--- config.mk ---
export PLATFORM = sky130hd
export DESIGN_NAME = lift_rotator
export DESIGN_NICKNAME = d
export VERILOG_FILES = /design/src/rtl/lift_rotator.sv
export SDC_FILE = /design/constraint.sdc
export NUM_CORES = 1
export LEC_CHECK = 0
export BUFFER_PORTS_ARGS = -buffer_cell sky130_fd_sc_hd__buf_2
export CAP_MARGIN = 25
export CORE_MARGIN = 3
export CORE_UTILIZATION = 50
export CTS_CLUSTER_DIAMETER = 120
export DETAILED_ROUTE_END_ITERATION = 8
export GPL_TIMING_DRIVEN = 0
export PLACE_DENSITY = 0.69
export SLEW_MARGIN = 20
export SYNTH_ARGS = -nofsm -noshare
export SYNTH_HDL_FRONTEND = slang
export SYNTH_SLANG_ARGS = --single-unit
--- constraint.sdc ---
create_clock -name clk -period 8.38 [get_ports clk]
set_clock_uncertainty 0.1 [all_clocks]
set_input_delay 1.257 -clock clk [delete_from_list [all_inputs] [get_ports clk]]
set_output_delay 1.257 -clock clk [all_outputs]
set_load 0.02 [all_outputs]
--- src/rtl/lift_rotator.sv ---
module lift_rotator #(
  parameter int W = 16,
  parameter int CW = 16,
  parameter int FRAC = 14,
  parameter logic signed [CW-1:0] TAN_HALF = 16'sd5324,
  parameter logic signed [CW-1:0] SIN_TH = 16'sd9630
) (
  input  logic                clk,
  input  logic                rst_n,
  input  logic                in_valid,
  input  logic                in_inv,
  input  logic signed [W-1:0] in_x,
  input  logic signed [W-1:0] in_y,
  output logic                out_valid,
  output logic signed [W-1:0] out_x,
  output logic signed [W-1:0] out_y
);
  localparam int IW = W + 1;
  localparam int PW = IW + CW;

  function automatic logic signed [IW-1:0] shear(input logic signed [IW-1:0] v,
                                                 input logic signed [CW-1:0] c);
    logic signed [PW-1:0] p;
    p = PW'(v) * PW'(c);
    return IW'(p >>> FRAC);
  endfunction

  logic                 v1, v2, m1, m2, m3;
  logic signed [IW-1:0] x1, y1, x2, y2;
  logic signed [W-1:0]  x3, y3;
  logic signed [IW-1:0] x0, y0;

  assign x0 = IW'(in_x);
  assign y0 = IW'(in_y);

  always_ff @(posedge clk or negedge rst_n) begin
    if (!rst_n) begin
      v1 <= 1'b0; v2 <= 1'b0; out_valid <= 1'b0;
      m1 <= 1'b0; m2 <= 1'b0; m3 <= 1'b0;
      x1 <= '0; y1 <= '0; x2 <= '0; y2 <= '0; x3 <= '0; y3 <= '0;
    end else begin
      v1 <= in_valid;
      v2 <= v1;
      out_valid <= v2;
      if (in_valid) begin
        m1 <= in_inv;
        x1 <= in_inv ? x0 - shear(y0, TAN_HALF) : x0 + shear(y0, TAN_HALF);
        y1 <= y0;
      end
      if (v1) begin
        m2 <= m1;
        x2 <= x1;
        y2 <= m1 ? y1 + shear(x1, SIN_TH) : y1 - shear(x1, SIN_TH);
      end
      if (v2) begin
        m3 <= m2;
        x3 <= W'(m2 ? x2 - shear(y2, TAN_HALF) : x2 + shear(y2, TAN_HALF));
        y3 <= W'(y2);
      end
    end
  end

  assign out_x = x3;
  assign out_y = y3;
endmodule

==> results of run 1 <==
critical path: cells and delay by family:
| kind | cells | cell delay (ns) |
|---|---|---|
| simple gates | 3 | 0.58 |
| mux | 1 | 0.29 |
| fa+ha+maj | 8 | 3.03 |
| xor+xnor | 2 | 0.28 |
| compound gates | 12 | 2.46 |
| buf+inv | 4 | 0.35 |
synth_stat cells (7+ instances only):
cell        n
a211oi_1   10
a21boi_0    7
a21o_1     26
a21oi_1    87
a31o_2      7
a31oi_1    12
and2_1     16
and3_1     11
clkbuf_1   23
dfrtp_1   103
fa_1      200
ha_1      325
inv_1     442
mux2_2     83
mux2i_1     8
nand2_1    60
nand3_1    30
nand4_1     8
nor2_1     79
nor2b_1    12
nor3_1     15
o211ai_1   11
o21a_1     11
o21ai_0    45
o21bai_1   13
o22ai_1     8
or3_1      11
xnor2_1    96
xor2_1     49
per-layer routing:
| metal | vias up | global-route usage | wire length [um] |
|---|---|---|---|
| met5 | - | 0 | 0 |
| met4 | 0 | 0.04771 | 760 |
| met3 | 41 | 0.01961 | 1209 |
| met2 | 184 | 0.3765 | 19860 |
| met1 | 6584 | 0.2922 | 18620 |
| li1 | 6576 | - | - |
area by class of cell:
cell class | count | area [um^2]
buffer | 30 | 116.4
inverter | 443 | 1668
timing repair buffer | 92 | 550.5
multi-input combinational | 1352 | 14200
fill | 3160 | 15810
tap | 461 | 576.8
sequential | 103 | 2590
clock inverter | 7 | 90.09
clock buffer | 9 | 225.2
logic make-up (layout without fill, tap and decap cells):
logic type,count (synthesis),after routing,share of synthesized area
DFF,103,103,0.1406
muxes,92,92,0.05615
buffers and inverters,474,581,0.09723
xor gates and xnor gates,148,148,0.07260
adders and majority gates,525,525,0.4401
and+or+nand+nor,276,276,0.07547
AOI/OAI and AO/OA,311,311,0.1179
sequential cells by signal (all words and copies together) (netlist names):
| name | flops |
|---|---|
| x2 | 16 |
| out_x | 16 |
| m2 | 1 |
| y1 | 16 |
| v1 | 1 |
| out_y | 16 |
| x1 | 17 |
| out_valid | 1 |
| v2 | 1 |
| m1 | 1 |
| y2 | 17 |
timing repair:
item,4_1_cts,5_1_grt
pin swaps,3,23
hold buffers,0,0
setup buffers,6,17
endpoints found under the setup margin,7,13
hold endpoints to repair,0,0
resized for setup,12,51
per-stage QoR:
step | area, um^2 | hold slack [ns] | TNS [ns]
after detailed placement | 19290 | 0.3230 | -4.518
final | 20020 | 0.3230 | 0
after CTS | 19690 | 0.3269 | 0
after global routing | 20020 | 0.3357 | -0.3045
after global placement | 19250 | 0.3269 | -3.868
after floorplan | 18340 | 0.2519 | 0
path summary, 6_finish.rpt:
path / slack, ns / end / cells past startpoint / from
setup / recovery: 0.26 / x1[16] / 30 / in_y[3]
hold / removal: 0.32 / v2 / 0 / v1
setup reg to reg: 0.31 / y2[15] / 32 / x1[8]
hold reg to reg: 0.32 / v2 / 0 / v1
max in group asynchronous: 6.78 / x1[16] / 2 / rst_n
min in group asynchronous: 0.69 / out_x[10] / 1 / rst_n
==> results.py, run 1 <==
metrics = {
    "global_routing": {
        "antenna_found_initial": 1,
        "grt_pass1_vias": 13930,
        "grt_start_max_net_pins": 71,
        "grt_usage": 0.2151,
        "overflow": 0,
        "grt_pass1_wl_um": 68150,
    },
    "logic_synthesis": {
        "ys_ff_latch": 103,
        "ys_seq_area_frac": 0.1406,
        "synth_flop_cell": "dfrtp_1",
        "syn-cell-area_um2": 18340,
        "async_flop_share": 1.000,
        "syn_nets": 2490,
        "synthCells": 1929,
        "yosysWarnings": 0,
        "synth_top_area_cell": "ha_1",
        "synth_edf_count": 0,
        "synth_top_area_share": 0.2218,
        "synth_area_leaders": "ha_1 22%, fa_1 22%, dfrtp_1 14%, inv_1 9.0%, mux2_2 5.1%",
        "yosysUniqueCellTypes": 83,
        "synth.avg_cell_area_um2": 9.506,
    },
    "worst_setup_path": {
        "crit_slowest_cell": "fa_1",
        "required_ns": 8.51,
        "path_class": "primary input to flip-flop",
        "cp-end-kind": "flip-flop",
        "cp_max_fo": 5,
        "crit_arrival_ns": 8.26,
        "crit_path_start_kind": "primary input",
        "slowest_delay_ns": 0.56,
    },
    "floorplanning": {
        "rows": 69,
        "die_y_um": 197.5,
        "fp.coreArea_um2": 35830,
        "io_pins": 69,
        "dieArea_um2": 39010,
        "die-width_um": 197.5,
        "start_util": 0.5118,
    },
    "clock_tree": {
        "cts.sinks": 103,
        "clock-root-buffer": "clkbuf_16",
        "clockBufferDepth": 2,
        "clock_latency_ns": 0.36,
        "clkTransAtPathRegs_ns": 0.08,
        "cts_made_buffers": 9,
        "htree_num_levels": 3,
        "cts_tree": "done",
    },
    "placed_design": {
        "io_buffers": 68,
        "dp_cells": 2459,
        "globalplace.congestion": 0.8884,
        "place_hpwl_um": 34170,
        "place_ws_ns": -0.8755,
    },
    "detailed_routing": {
        "vias": 13390,
        "route.antenna.remaining_nets": 0,
        "drc": 0,
        "viasPerCell": 5.360,
        "drt_iter0_drc": 560,
        "wl_per_cell_um": 16.20,
        "drt_first_pass_iters": 5,
        "routed_wl_um": 40450,
    },
    "final_layout": {
        "drive_above_1_share": 0.1390,
        "final_core_util": 0.5587,
        "stdcell_count": 2497,
        "syn_to_final_growth_pct": 9.150,
        "layout_common_cells": "442 x inv_1, 322 x ha_1, 199 x fa_1",
        "fin_nets": 2592,
        "final_common_cell": "inv_1",
        "diodes": 0,
    },
    "timing": {
        "tightestPinTransition_ns": 0.6973,
        "maxSlewViolCount": 0,
        "relSlewSlack": 0.5351,
        "fmax_ghz": 0.1231,
        "fin_crit_sh": 0.9695,
        "setup_viol": 0,
        "finalHoldViolations": 0,
        "rsz0062_at_grt": "yes",
        "min_period_ns": 8.124,
        "worst_slack_ns": 0.2558,
    },
    "min_path": {
        "min_path_type": "flip-flop to flip-flop",
    },
    "flow_run": {
        "cap_violations": 0,
    },
    "run_status": {
        "status": "completed",
    },
}
Power of run 1 is left out: the tool's default activity adds up to more than one toggle a clock period on the data nets, which glitch-free logic cannot reach.
==> run 2: changes to the inputs <==
- RECOVER_POWER: default -> 100
==> results.py, run 2 (synthesis gave the netlist of run 1 again) <==
metrics = {
    "global_routing": {
        "antenna_found_initial": 1,
        "grt_pass1_vias": 13930,
        "grt_usage": 0.2151,
        "grt_pass1_wl_um": 68150,
        "overflow": 0,
        "grt_start_max_net_pins": 71,
    },
    "flow_run": {
        "cap_violations": 2,
    },
    "detailed_routing": {
        "wl_per_cell_um": 16.19,
        "viasPerCell": 5.367,
        "routed_wl_um": 40420,
        "drt_first_pass_iters": 5,
        "route.antenna.remaining_nets": 0,
        "vias": 13400,
        "drc": 0,
        "drt_iter0_drc": 543,
    },
    "worst_setup_path": {
        "r2r-end": "y2[15]",
        "reg2reg_depth": 32,
        "path_class": "primary input to flip-flop",
        "crit_slowest_cell": "fa_1",
        "crit_path_start_kind": "primary input",
        "cp-end-kind": "flip-flop",
        "reg2reg_setup_slack_ns": 0.30,
        "required_ns": 8.51,
        "r2r_start": "x1[8]",
        "crit_arrival_ns": 8.26,
        "cp_max_fo": 5,
        "slowest_delay_ns": 0.56,
    },
    "final_layout": {
        "syn_to_final_growth_pct": 8.747,
        "layout_common_cells": "442 x inv_1, 322 x ha_1, 199 x fa_1",
        "final_common_cell": "inv_1",
        "fin_nets": 2592,
        "top_regs": "x1 (17), y2 (17)",
        "drive_above_1_share": 0.1213,
        "fin_area_um2": 19940,
        "diodes": 0,
    },
    "floorplanning": {
        "start_util": 0.5118,
        "io_pins": 69,
        "die-width_um": 197.5,
        "dieArea_um2": 39010,
        "rows": 69,
        "die_y_um": 197.5,
        "fp.coreArea_um2": 35830,
    },
    "clock_tree": {
        "clockBufferDepth": 2,
        "cts_tree": "done",
        "clock_latency_ns": 0.36,
        "htree_num_levels": 3,
        "clock-root-buffer": "clkbuf_16",
        "clkTransAtPathRegs_ns": 0.08,
        "cts.sinks": 103,
        "cts_made_buffers": 9,
    },
    "timing": {
        "relSlewSlack": -1.419,
        "rsz0062_at_grt": "yes",
        "worst_slack_ns": 0.2501,
        "fin_crit_sh": 0.9702,
        "tightestPinTransition_ns": 3.628,
        "finalHoldViolations": 0,
        "maxSlewViolCount": 106,
        "fmax_ghz": 0.1230,
        "setup_viol": 0,
        "min_period_ns": 8.130,
        "timing.hold.ws_ns": 0.3184,
    },
    "placed_design": {
        "place_hpwl_um": 34170,
        "globalplace.congestion": 0.8884,
        "io_buffers": 68,
        "dpl-instance-area_um2": 19290,
        "place_ws_ns": -0.8755,
    },
    "run_status": {
        "violations": "max-capacitance violations, max-slew violations",
        "status": "finished with violations",
    },
    "min_path": {
        "hold_path_depth": 0,
        "min_to": "v2",
        "min_from": "v1",
        "min_path_type": "flip-flop to flip-flop",
    },
}
==> run 2: changes by cell type in the layout (fill, tap and decap cells not counted), sizes merged <==
cell	before	now
buf	100	63
clkbuf	31	68
==> run 2: critical path: cells and delay by family <==
kind,cells,cell delay (ns)
buf+inv,4,0.35
xor+xnor,2,0.28
compound gates,12,2.46
mux,1,0.29
fa+ha+maj,8,3.04
simple gates,3,0.58
==> run 2: worst max path at each step <==
| stage | from | end | cells after the start |
|---|---|---|---|
| after detailed placement | x1[16] | y2[16] | 29 |
| after global routing | x1[8] | y2[16] | 34 |
| final | in_y[3] | x1[16] | 30 |
| after global placement | x1[16] | y2[16] | 29 |
| after floorplan | x1[16] | y2[16] | 29 |
| after CTS | x1[11] | y2[16] | 30 |
==> run 2: final cells by class <==
cell class	instances	area, um^2
Inverter	443	1668
Timing Repair Buffer	92	476.7
Clock inverter	7	90.09
Sequential cell	103	2590
Multi-Input combinational cell	1352	14200
Buffer	30	116.4
Tap cell	461	576.8
Fill cell	3183	15890
Clock buffer	9	225.2
==> run 2: metal layers <==
metal,global-route usage,vias to the layer above,share of wire
met3,0.01961,40,0.031
met4,0.04771,0,0.019
met5,0,-,0
met1,0.2922,6601,0.46
li1,-,6575,-
met2,0.3765,185,0.49
==> run 2: per-stage QoR <==
stage          instances    util  setup TNS [ns]
4_1_cts             2480  0.5496               0
3_3_place_gp        2458  0.5374          -3.868
6_report            2497  0.5566               0
5_1_grt             2497  0.5566         -0.3045
2_1_floorplan       1929       -               0
3_5_place_dp        2459  0.5384          -4.518
==> run 2: repair_timing <==
action                     CTS  global route
setup endpoints to repair    7            13
resized for setup           12            51
hold buffers                 0             0
setup buffers                6            17
pin swaps                    3            23
Power of run 2 is left out for the same reason.
==> run 3: changes to the inputs <==
- PLACE_DENSITY: 0.69 -> 0.67
- clock period: 8.38 -> 8.1 ns (I/O delays scaled with it)
==> results.py, run 3 (synthesis gave the netlist of run 1 again) <==
metrics = {
    "global_routing": {
        "grt_pass1_wl_um": 68620,
        "overflow": 0,
        "grt_pass1_vias": 13960,
        "grt_start_max_net_pins": 80,
        "grt_usage": 0.2158,
        "antenna_found_initial": 0,
    },
    "detailed_routing": {
        "vias": 13570,
        "drt_first_pass_iters": 5,
        "drc": 0,
        "routed_wl_um": 41640,
        "viasPerCell": 5.390,
        "wl_per_cell_um": 16.54,
        "drt_iter0_drc": 486,
        "route.antenna.remaining_nets": 0,
    },
    "clock_tree": {
        "cts_tree": "done",
        "htree_num_levels": 3,
        "clockBufferDepth": 2,
        "clock-root-buffer": "clkbuf_16",
        "cts.sinks": 103,
        "clkTransAtPathRegs_ns": 0.08,
        "cts_made_buffers": 9,
        "clock_latency_ns": 0.36,
    },
    "floorplanning": {
        "rows": 69,
        "die-width_um": 197.5,
        "dieArea_um2": 39010,
        "die_y_um": 197.5,
        "io_pins": 69,
        "fp.coreArea_um2": 35830,
        "start_util": 0.5118,
    },
    "final_layout": {
        "syn_to_final_growth_pct": 11.52,
        "drive_above_1_share": 0.1503,
        "top_regs": "x1 (17), y2 (17)",
        "diodes": 0,
        "layout_common_cells": "440 x inv_1, 312 x ha_1, 199 x fa_1",
        "final_common_cell": "inv_1",
        "final_core_util": 0.5708,
        "fin_nets": 2612,
        "n_fill_cell": 3034,
    },
    "worst_setup_path": {
        "cp_max_fo": 5,
        "required_ns": 8.24,
        "crit_top_cell": "fa_1",
        "slowest_delay_ns": 0.60,
        "crit_slowest_cell": "fa_1",
        "crit_path_start_kind": "flip-flop",
        "crit_arrival_ns": 8.03,
        "cp-end-kind": "flip-flop",
        "path_class": "flip-flop to flip-flop",
    },
    "placed_design": {
        "globalplace.congestion": 0.8889,
        "io_buffers": 68,
        "place_hpwl_um": 34570,
    },
    "timing": {
        "setup_viol": 0,
        "fin_crit_sh": 0.9743,
        "timing.hold.ws_ns": 0.3488,
        "tightestPinTransition_ns": 4.147,
        "relSlewSlack": -1.765,
        "min_period_ns": 7.892,
        "finalHoldViolations": 0,
        "maxSlewViolCount": 80,
        "fmax_ghz": 0.1267,
    },
    "min_path": {
        "min_path_type": "flip-flop to flip-flop",
    },
    "flow_run": {
        "cap_violations": 1,
    },
    "run_status": {
        "violations": "max-capacitance violations, max-slew violations",
        "status": "finished with violations",
    },
}
## run 3: changes by cell type in the layout (fill, tap and decap cells not counted), moves of 4 or more
cell     delta
dfrtp_1     -4
ha_1       -10
buf_4      +17
xnor2_1     -5
dfrtp_2     +4
xnor2_2     +5
o21ai_0     -6
ha_4        +7
## run 3: final timing paths
path                              to  depth (start not counted)  slack [ns]  startpoint
setup / recovery              y2[16]                         31        0.21      x1[12]
hold / removal             out_valid                          0        0.35          v2
setup reg to reg              y2[16]                         31        0.21      x1[12]
hold reg to reg            out_valid                          0        0.35          v2
max in group asynchronous     x1[14]                          2        1.91       rst_n
min in group asynchronous   out_x[9]                          1        1.04       rst_n
## run 3: cell type report
type / instances / area, um^2 / share of cell area
Buffer: 31 / 121.4 / 0.005935
Clock buffer: 9 / 225.2 / 0.01101
Clock inverter: 7 / 102.6 / 0.005017
Inverter: 443 / 1674 / 0.08187
Multi-Input combinational cell: 1352 / 14520 / 0.7100
Sequential cell: 103 / 2595 / 0.1269
Tap cell: 461 / 576.8 / 0.02821
Timing Repair Buffer: 111 / 635.6 / 0.03108
## run 3: through the flow
stage / worst slack [ns] / cells / setup TNS (ns) / instance area [um^2]
after global placement: -1.148 / 2458 / -6.668 / 19250
after CTS: 0.001610 / 2488 / 0 / 19830
after global routing: -0.07662 / 2517 / -0.1677 / 20450
after floorplan: 0.02505 / 1929 / 0 / 18340
final: 0.2084 / 2517 / 0 / 20450
after detailed placement: -1.275 / 2459 / -8.101 / 19290
## run 3: repair_timing
action	CTS	global route
setup endpoints to repair	12	17
gates cloned	0	0
hold buffers	0	0
setup buffers	13	29
pin swaps	11	43
resized for setup	30	100
## run 3: metal layers
metal / global-route usage / vias up / part of all wire
li1: - / 6605 / -
met1: 0.2977 / 6722 / 0.46
met2: 0.3775 / 196 / 0.49
met3: 0.01586 / 44 / 0.027
met4: 0.04325 / 0 / 0.017
met5: 0 / - / 0
## run 3: worst max-delay path: cells and delay by family, from the launching register on
| family | cells | cell delay (ns) |
|---|---|---|
| AOI/OAI and AO/OA | 6 | 0.86 |
| xor gates and xnor gates | 3 | 0.64 |
| adders and majority gates | 8 | 3.57 |
| buffers and inverters | 4 | 0.22 |
| DFF | 1 | 0.47 |
| muxes | 1 | 0.27 |
| and+or+nand+nor | 9 | 1.64 |
Power of run 3 is left out for the same reason.
